===== src/rtl/lsq_pkg.sv =====
package lsq_pkg;
  typedef enum logic [1:0] {
    VERD_GO    = 2'd0,
    VERD_ALIAS = 2'd1,
    VERD_NOADR = 2'd2
  } verdict_e;
endpackage


===== src/rtl/lsq_age_cmp.sv =====
module lsq_age_cmp #(
  parameter int TAG_W = 4
) (
  input  logic [TAG_W-1:0] head,
  input  logic [TAG_W-1:0] st_tag,
  input  logic [TAG_W-1:0] ld_tag,
  output logic             st_older
);
  logic [TAG_W-1:0] st_dist, ld_dist;
  always_comb begin
    st_dist  = st_tag - head;
    ld_dist  = ld_tag - head;
    st_older = (st_dist < ld_dist);
  end
endmodule


===== src/rtl/lsq_store_table.sv =====
module lsq_store_table #(
  parameter int SLOTS  = 8,
  parameter int ADDR_W = 32,
  parameter int TAG_W  = 4,
  localparam int SLOT_W = $clog2(SLOTS)
) (
  input  logic              clk,
  input  logic              rst_n,
  input  logic              flush,
  input  logic              alloc_valid,
  input  logic [SLOT_W-1:0] alloc_slot,
  input  logic [TAG_W-1:0]  alloc_tag,
  input  logic              addr_valid,
  input  logic [SLOT_W-1:0] addr_slot,
  input  logic [ADDR_W-1:0] addr_value,
  input  logic              free_valid,
  input  logic [SLOT_W-1:0] free_slot,
  output logic [SLOTS-1:0]  ent_valid,
  output logic [SLOTS-1:0]  ent_known,
  output logic [ADDR_W-1:0] ent_addr [SLOTS],
  output logic [TAG_W-1:0]  ent_tag  [SLOTS]
);
  for (genvar s = 0; s < SLOTS; s++) begin : g_slot
    logic hit_alloc, hit_addr, hit_free;
    assign hit_alloc = alloc_valid && (alloc_slot == SLOT_W'(s));
    assign hit_addr  = addr_valid  && (addr_slot  == SLOT_W'(s));
    assign hit_free  = free_valid  && (free_slot  == SLOT_W'(s));

    always_ff @(posedge clk or negedge rst_n) begin
      if (!rst_n) begin
        ent_valid[s] <= 1'b0;
        ent_known[s] <= 1'b0;
        ent_addr[s]  <= '0;
        ent_tag[s]   <= '0;
      end else if (flush) begin
        ent_valid[s] <= 1'b0;
        ent_known[s] <= 1'b0;
      end else if (hit_alloc) begin
        ent_valid[s] <= 1'b1;
        ent_known[s] <= 1'b0;
        ent_tag[s]   <= alloc_tag;
      end else if (hit_free) begin
        ent_valid[s] <= 1'b0;
        ent_known[s] <= 1'b0;
      end else if (hit_addr && ent_valid[s]) begin
        ent_known[s] <= 1'b1;
        ent_addr[s]  <= addr_value;
      end
    end
  end
endmodule


===== src/rtl/lsq_hazard_scan.sv =====
module lsq_hazard_scan
  import lsq_pkg::*;
#(
  parameter int SLOTS  = 8,
  parameter int ADDR_W = 32,
  parameter int TAG_W  = 4
) (
  input  logic [TAG_W-1:0]  head,
  input  logic [ADDR_W-1:0] ld_addr,
  input  logic [TAG_W-1:0]  ld_tag,
  input  logic [SLOTS-1:0]  ent_valid,
  input  logic [SLOTS-1:0]  ent_known,
  input  logic [ADDR_W-1:0] ent_addr [SLOTS],
  input  logic [TAG_W-1:0]  ent_tag  [SLOTS],
  output verdict_e          verdict
);
  logic [SLOTS-1:0] older, unk_hit, alias_hit;

  for (genvar s = 0; s < SLOTS; s++) begin : g_cmp
    lsq_age_cmp #(.TAG_W(TAG_W)) u_age (
      .head    (head),
      .st_tag  (ent_tag[s]),
      .ld_tag  (ld_tag),
      .st_older(older[s])
    );
    assign unk_hit[s]   = ent_valid[s] && older[s] && !ent_known[s];
    assign alias_hit[s] = ent_valid[s] && older[s] && ent_known[s]
                          && (ent_addr[s] == ld_addr);
  end

  always_comb begin
    if (|unk_hit)        verdict = VERD_NOADR;
    else if (|alias_hit) verdict = VERD_ALIAS;
    else                 verdict = VERD_GO;
  end
endmodule


===== src/rtl/load_order_check.sv =====
module load_order_check
  import lsq_pkg::*;
#(
  parameter int SLOTS  = 8,
  parameter int ADDR_W = 32,
  parameter int TAG_W  = 4,
  localparam int SLOT_W = $clog2(SLOTS)
) (
  input  logic              clk,
  input  logic              rst_n,
  input  logic [TAG_W-1:0]  rob_head,
  input  logic              alloc_valid,
  input  logic [SLOT_W-1:0] alloc_slot,
  input  logic [TAG_W-1:0]  alloc_tag,
  input  logic              addr_valid,
  input  logic [SLOT_W-1:0] addr_slot,
  input  logic [ADDR_W-1:0] addr_value,
  input  logic              free_valid,
  input  logic [SLOT_W-1:0] free_slot,
  input  logic              flush,
  input  logic              ld_valid,
  input  logic [ADDR_W-1:0] ld_addr,
  input  logic [TAG_W-1:0]  ld_tag,
  output logic              res_valid,
  output logic              res_grant,
  output logic              res_wait_addr
);
  logic [SLOTS-1:0]  ent_valid, ent_known;
  logic [ADDR_W-1:0] ent_addr [SLOTS];
  logic [TAG_W-1:0]  ent_tag  [SLOTS];
  verdict_e          verdict;

  lsq_store_table #(.SLOTS(SLOTS), .ADDR_W(ADDR_W), .TAG_W(TAG_W)) u_table (
    .clk        (clk),
    .rst_n      (rst_n),
    .flush      (flush),
    .alloc_valid(alloc_valid),
    .alloc_slot (alloc_slot),
    .alloc_tag  (alloc_tag),
    .addr_valid (addr_valid),
    .addr_slot  (addr_slot),
    .addr_value (addr_value),
    .free_valid (free_valid),
    .free_slot  (free_slot),
    .ent_valid  (ent_valid),
    .ent_known  (ent_known),
    .ent_addr   (ent_addr),
    .ent_tag    (ent_tag)
  );

  lsq_hazard_scan #(.SLOTS(SLOTS), .ADDR_W(ADDR_W), .TAG_W(TAG_W)) u_scan (
    .head     (rob_head),
    .ld_addr  (ld_addr),
    .ld_tag   (ld_tag),
    .ent_valid(ent_valid),
    .ent_known(ent_known),
    .ent_addr (ent_addr),
    .ent_tag  (ent_tag),
    .verdict  (verdict)
  );

  always_ff @(posedge clk or negedge rst_n) begin
    if (!rst_n) begin
      res_valid     <= 1'b0;
      res_grant     <= 1'b0;
      res_wait_addr <= 1'b0;
    end else begin
      res_valid     <= ld_valid && !flush;
      res_grant     <= (verdict == VERD_GO);
      res_wait_addr <= (verdict == VERD_NOADR);
    end
  end
endmodule


===== config.mk =====
export PLATFORM = sky130hd
export DESIGN_NAME = load_order_check
export DESIGN_NICKNAME = d
export VERILOG_FILES = /design/src/rtl/lsq_pkg.sv /design/src/rtl/lsq_age_cmp.sv /design/src/rtl/lsq_store_table.sv /design/src/rtl/lsq_hazard_scan.sv /design/src/rtl/load_order_check.sv
export SDC_FILE = /design/constraint.sdc
export NUM_CORES = 1
export LEC_CHECK = 0
export ABC_CLOCK_PERIOD_IN_PS = 8200
export BUFFER_PORTS_ARGS = -buffer_cell sky130_fd_sc_hd__buf_4
export CORE_MARGIN = 5
export CORE_UTILIZATION = 30
export CTS_CLUSTER_DIAMETER = 80
export DETAILED_ROUTE_END_ITERATION = 7
export PLACE_DENSITY_LB_ADDON = 0.15
export SYNTH_ARGS = -nofsm -noshare
export SYNTH_HDL_FRONTEND = slang
export SYNTH_HIERARCHICAL = 1
export SYNTH_SLANG_ARGS = --single-unit

===== constraint.sdc =====
create_clock -name clk -period 8.2 [get_ports clk]
set_input_delay 0.82 -clock clk [delete_from_list [all_inputs] [get_ports clk]]
set_output_delay 0.82 -clock clk [all_outputs]
set_load 0.01 [all_outputs]

==> flow_summary.toml, run 1 <==
[logic_synthesis]
yosysWarnings = 6
netlist_area_um2 = 17600
synth_nets = 1579
syn_avg_cell_area_um2 = 12.6
synthCells = 1399
async_flop_share_pct = 100
ys.flop_type = "dfrtp_1"
yosysSeqAreaShare_pct = 43.7
yosysUniqueCellTypes = 53
ys_ff_latch = 307
synth_edf_count = 0

[pwr]
p_sw_share_pct = 29.0
p_seq_share_pct = 38.8
power_density_nw_per_um2 = 215
p_comb_share_pct = 19.4
switchingPower_mw = 1.26
p_clk_share_pct = 41.8
intPower_mw = 3.08
leakage_nw = 9.06
ir_drop_mv = 0.153

[sta]
rsz0062_at_grt = "no"
fin_skew_ns = 0.0250
period_needed_ns = 3.44
fmax_mhz = 291
tightest_slew_ns = 1.14
holdWs_ns = 0.288
drv_slew = 0
final_hold_viol_count = 0
finalCritPeriodShare_pct = 42.0
tns_ns = 0
setup_violations = 0
slew_headroom_pct = 23.1

[setup_path]
cp_top_family = "simple AND/OR/NAND/NOR gates"
cp_data_arrival_time_ns = 3.91
cp_max_fo = 16
startpoint_type = "input port"
worstPathRequired_ns = 8.67
crit_type = "in -> reg"
cp-end-kind = "flip-flop"
critical_path.max_stage_delay_ns = 0.37
crit_top_cell = "ha_1"
cpMaxStageDelayCell = "nor4_1"
worstPathCellList = "buf_4 > inv_1 > ha_1 > nand2_1 > o21ai_0 > xnor2_1 > ha_1 > a21oi_1 > o21a_1 > nand4_1 > nor4_1 > nand3_1 > and4_1 > a21oi_2 > nor2_1"
cp_num_buf_inv = 2

[floorplanning]
die_x_um = 252
rows = 88
coreArea_um2 = 57900
start_util_pct = 30.4
die-area_um2 = 63600
die_h_um = 252
io_pins = 95

[finish]
diodes = 0
fillers = 5828
num-nets-final = 1661
areaGrowthSynthToFinish_pct = 14.6
drive_gt1_share_pct = 31.6

[clock_tree]
clk_latency_ns = 0.59
clkSlewWorstSetupHoldPaths_ns = 0.06
cts_made_buffers = 40
cts_setup_buffers = 0
cts_tree = "done"
cts-resized-gates = 0
cts-root-buf = "clkbuf_16"
clock_sinks = 307
ctsHoldBuffers = 0
cts_htree_levels = 2
cts_buffer_depth = 3

[route]
ant_nets = 0
wl_per_cell_um = 24.0
drt_wl_total_um = 54700
drtIter0Drc = 621
dr.pass1.iters = 4
via_per_inst = 4.86
via_count = 11100
drc = 0

[job]
cap_violations = 0

[global_route]
grt_usage_pct = 17.1
grt_pass1_vias = 11700
grt_pass1_wl_um = 80800
antenna_found_initial = 2
grt.overflow.total = 0
grt_max_degree = 121

[run_status]
status = "complete, no violations"

[hold_path]
hp-class = "in -> async"

[place]
portBuffers = 94
hpwl_um = 37700
gp_congestion = 0.793
-- metrics by stage --
step                instance area [um2]  setup WS (ns)  util [%]  std cells  total power [mW]
floorplan                         17600           4.99         -       1399              2.27
global placement                  18800           4.23      32.5       2204              2.55
detailed placement                18800           4.19      32.5       2204              2.57
CTS                               20200           4.82      34.8       2277              4.43
global route                      20200           4.57      34.8       2277              4.57
finish                            20200           4.76      34.8       2277              4.34
-- per-layer routing --
layer  part of all wire, %  routed length, um  vias to the layer above  global-route usage (%)
li1                      -                  -                     5050                       -
met1                    46              25200                     5729                    23.5
met2                    48              26100                      208                    28.3
met3                   4.1               2260                       70                    3.15
met4                   2.0               1120                        0                    3.74
met5                     0                  0                        -                       0
-- worst paths after layout --
path | to | startpoint | cells after the start | slack (ns)
worst max-delay path | res_grant | rob_head[1] | 15 | 4.76
worst min-delay path | u_table/ent_addr[57] | rst_n | 1 | 0.29
worst max register to register | res_grant | u_table/ent_tag[10] | 13 | 4.94
worst min register to register | u_table/ent_tag[12] | u_table/ent_tag[12] | 1 | 0.51
max in group asynchronous | u_table/ent_addr[219] | rst_n | 2 | 6.21
min in group clk | res_valid | ld_valid | 2 | 0.46
-- state kept, by name (all words and copies together), names as in the netlist --
signal / flops
u_table/ent_valid: 8
res_wait_addr: 1
u_table/ent_addr: 256
u_table/ent_known: 8
res_valid: 1
u_table/ent_tag: 32
res_grant: 1
-- power groups by stage --
stage                     Sequential, mW  Clock, mW  Combinational (mW)
after floorplan                     1.70          0               0.574
after global placement              1.71          0               0.843
after detailed placement            1.71          0               0.855
after CTS                           1.69       1.88               0.859
after global routing                1.70       1.93               0.939
final                               1.69       1.82               0.843
-- final cells by class --
| cell class | instances | area, um2 | share of cell area [%] |
|---|---|---|---|
| multi-input cells | 958 | 9110 | 45.1 |
| clock inverters | 16 | 194 | 0.962 |
| well taps | 765 | 957 | 4.75 |
| flip-flops and latches | 307 | 7680 | 38.1 |
| clock buffers | 57 | 1170 | 5.83 |
| inverters | 69 | 259 | 1.28 |
| repair buffers | 105 | 796 | 3.95 |
-- kinds of logic after synthesis --
family / count (synthesis) / share of synthesized area (%)
compound gates: 73 / 2.84
xor+xnor: 304 / 15.2
fa+ha+maj: 88 / 6.94
buf+inv: 134 / 4.67
flops: 307 / 43.7
mux: 288 / 19.1
simple gates: 205 / 7.63
-- worst register-to-register path: cells and delay by family (launching register included) --
kind | cells | cell delay (ns)
compound gates | 4 | 0.80
xor+xnor | 1 | 0.11
fa+ha+maj | 2 | 0.63
flops | 1 | 0.39
simple gates | 6 | 1.22
-- cells in the mapped netlist (16+ instances only) --
master	n	area share, %
nor4_1	19	0.68
xnor2_1	277	14
nand4_1	67	2.4
ha_1	72	5.1
mux2_4	30	2.6
mux2_2	251	16
dfrtp_1	307	44
nand2_1	27	0.58
buf_2	17	0.48
buf_6	27	1.7
fa_1	16	1.8
a21oi_1	27	0.77
inv_1	69	1.5
xor2_1	26	1.3
-- cell usage in the layout (no fill, tap or decap), drive strengths merged, types with 4 or more instances in the layout --
cell / n
nor4: 23
clkbuf: 57
ha: 72
nand2: 27
nand2b: 15
inv: 72
mux2: 288
fa: 16
dfrtp: 307
a21o: 5
xnor2: 278
nor2b: 11
nand4: 67
o21ai: 12
nor2: 9
buf: 105
and4b: 4
nand3: 10
a21oi: 28
a221oi: 7
o22ai: 4
clkinv: 9
nor3: 13
o21a: 10
and4bb: 6
xor2: 26
nand4b: 4
Note: power is estimated with default switching activity, not from simulation.
==> run 2: changes to the inputs <==
Settings changed: ABC_AREA from default to 1, ABC_CLOCK_PERIOD_IN_PS 8200 to 3000.
Clock period 8.2 ns to 3 ns, I/O delays scaled along.
==> run 2 against run 1 <==
Synthesized cell count up 100%. First-iteration DRC count grew to 2.6 times the previous value. Critical path depth increased by 5. Die area grew 11%. Cell area increased by 14%. Clock skew fell by 0.0026 ns. Setup slack worse by 4.9 ns. Total power grew to 2.9 times the previous value. Sequential power rose to 2.7 times the previous value. Area after synthesis grew 12%. Sequential cell count did not move. Utilization up 0.73 points. The flow now finishes with violations (negative setup slack).
==> flow_summary.toml, run 2 <==
[clock_tree]
clk_latency_ns = 0.59
cts_htree_levels = 2
cts-root-buf = "clkbuf_16"
clock_sinks = 307
cts_buffer_depth = 3
cts_made_buffers = 42
cts_tree = "done"
clkSlewWorstSetupHoldPaths_ns = 0.06

[logic_synthesis]
synth_edf_count = 0
synth_nets = 2985
netlist_area_um2 = 19600
synth_top_area_share_pct = 39.1
ys_top_cells_by_area = "dfrtp_1, nand2_1, nand3_1"
yosysMostFrequentCell = "nand2_1"
yosysWarnings = 6
ys.flop_type = "dfrtp_1"
synthTopCellsByCount = "nand2_1, inv_1, dfrtp_1, nand3_1, nor2_1"
yosysSeqAreaShare_pct = 39.1
syn_avg_cell_area_um2 = 7.00
synthCells = 2805
yosysUniqueCellTypes = 35
post-synth-top-area-cell = "dfrtp_1"
ys_ff_latch = 307
async_flop_share_pct = 100

[setup_path]
critical_path.max_stage_delay_ns = 0.47
cp-startpoint = "u_table/ent_tag[24]"
cp-end-kind = "flip-flop"
worstPathRequired_ns = 3.45
cp_data_arrival_time_ns = 3.56
crit_type = "reg -> reg"
cp_top_family = "simple AND/OR/NAND/NOR gates"
worstPathCellList = "inv_2 > ha_4 > fa_1 > inv_1 > ha_1 > nand2_1 > nand2_1 > a21oi_2 > buf_4 > nand2_4 > nor2_4 > nand3_2 > nor2_4 > nand2_2 > nor2_4 > nand4_1 > nand2_1 > nor2_1 > a21oi_2 > nor2_1"
cpMaxStageDelayCell = "fa_1"
rr_startpoint = "u_table/ent_tag[24]"
cp_num_buf_inv = 3
cp_max_fo = 2
r2r_setup_slack_ns = -0.11
startpoint_type = "flip-flop"

[floorplanning]
coreArea_um2 = 64600
die-area_um2 = 70600
die_x_um = 266
die_h_um = 266
start_util_pct = 30.4
rows = 93
io_pins = 95

[route]
wl_per_cell_um = 21.5
dr.pass1.iters = 6
via_per_inst = 4.84
drc = 0
drt_wl_total_um = 81100
drtIter0Drc = 1639
ant_nets = 0
via_count = 18200

[finish]
diodes = 0
max_flop_register = "u_table/ent_addr"
mostFrequentLayoutCells = "nand2_1, inv_1, dfrtp_1"
areaGrowthSynthToFinish_pct = 17.0
final_common_cell = "nand2_1"
num-nets-final = 3057
utilization_pct = 35.6
largest_reg_flops = 256
drive_gt1_share_pct = 10.6
reg.largest.list = "u_table/ent_addr: 256 flops, u_table/ent_tag: 32 flops"
final_cells = 3765

[pwr]
ir_drop_mv = 0.525
power_mw = 12.5
power_density_nw_per_um2 = 546
leakage_nw = 12.3

[place]
portBuffers = 94
gp_congestion = 0.876
hpwl_um = 54500
dp.cells = 3685

[sta]
setup_violations = 2
final_hold_viol_count = 0
rsz0062_at_grt = "yes"
holdWs_ns = 0.0179
fin_skew_ns = 0.0224
finalCritPeriodShare_pct = 104
period_needed_ns = 3.11
worst_slack_ns = -0.108
tightest_slew_ns = 1.09
slew_headroom_pct = 27.3
drv_slew = 0
fmax_mhz = 322

[run_status]
violations = "negative setup slack"
status = "finished with violations"

[global_route]
grt_pass1_vias = 17900
met3_usage_pct = 3.88
use_met1_pct = 30.7
grt.overflow.total = 0
grt_max_degree = 81
gr-usage-met2_pct = 36.3
grt_pass1_wl_um = 119000
grt_usage_pct = 22.5
top_usage_layer = "met2"
antenna_found_initial = 1

[hold_path]
min_from = "addr_value[9]"
hp-class = "in -> reg"

[job]
cap_violations = 0
-- run 2: cell types whose count changed after synthesis, moves of 91 or more --
cell,change
nand2_1,+1113
nand3_1,+279
mux2_2,-251
inv_1,+248
xnor2_1,-181
nor2_1,+133
o21ai_0,+91
-- run 2: layout make-up --
| cell class | instances | area (um2) |
|---|---|---|
| fill | 6832 | 41600 |
| multi-input combinational | 2003 | 10000 |
| sequential | 307 | 7680 |
| timing repair buffer | 168 | 1350 |
| inverter | 355 | 1340 |
| clock buffer | 59 | 1210 |
| tap | 855 | 1070 |
| clock inverter | 18 | 264 |
-- run 2: kinds of logic (layout without fill, tap and decap cells) --
group	after synthesis	in the layout	share of synthesized area, %
buffers and inverters	495	600	10.6
flip-flops	307	307	39.1
AO/OA/AOI/OAI	193	193	5.51
AND/OR/NAND/NOR	1608	1608	33.4
adder cells (fa/ha/maj)	88	88	6.22
XOR/XNOR	114	114	5.09
-- run 2: final timing paths --
check                                              to  cells after the start
worst max-delay path                        res_grant                     20
worst min-delay path            u_table/ent_addr[105]                      3
worst max register to register              res_grant                     20
worst min register to register  u_table/ent_addr[206]                      2
max in group asynchronous         u_table/ent_tag[15]                      3
min in group asynchronous        u_table/ent_addr[40]                      2
-- run 2: what timing repair did --
item / in CTS / in global routing
setup endpoints to repair: 2 / 2
cloned: 0 / 0
buffers inserted: 0 / 0
hold endpoints to repair: 76 / 0
pin swaps: 14 / 11
hold buffers: 4 / 0
resized for setup: 17 / 13
-- run 2: routing by layer --
metal | share of wire, % | vias up
met2 | 45 | 584
li1 | - | 8759
met4 | 3.5 | 2
met1 | 45 | 8748
met3 | 6.7 | 134
met5 | 0.016 | -
-- run 2: where the power goes --
part           internal [mW]  total [mW]  leakage, nW  switching (mW)
clock network           3.34        5.41        0.726            2.07
registers               4.42        4.63         4.06           0.210
logic                  0.952        2.50         7.54            1.55
total                   8.71        12.5         12.3            3.83
-- run 2: per-stage QoR --
stage          setup WS, ns  TNS [ns]  cell area [um2]
2_1_floorplan         0.527         0            19600
3_5_place_dp         -0.879     -1.75            21300
6_report             -0.108    -0.206            23000
5_1_grt              -0.250    -0.472            23000
3_3_place_gp         -0.829     -1.66            21300
4_1_cts              -0.163    -0.301            22900
-- run 2: worst min-delay path, stage by stage --
cell	delay [ns]
buf_4	0.14
nand2_1	0.06
nand2_1	0.06
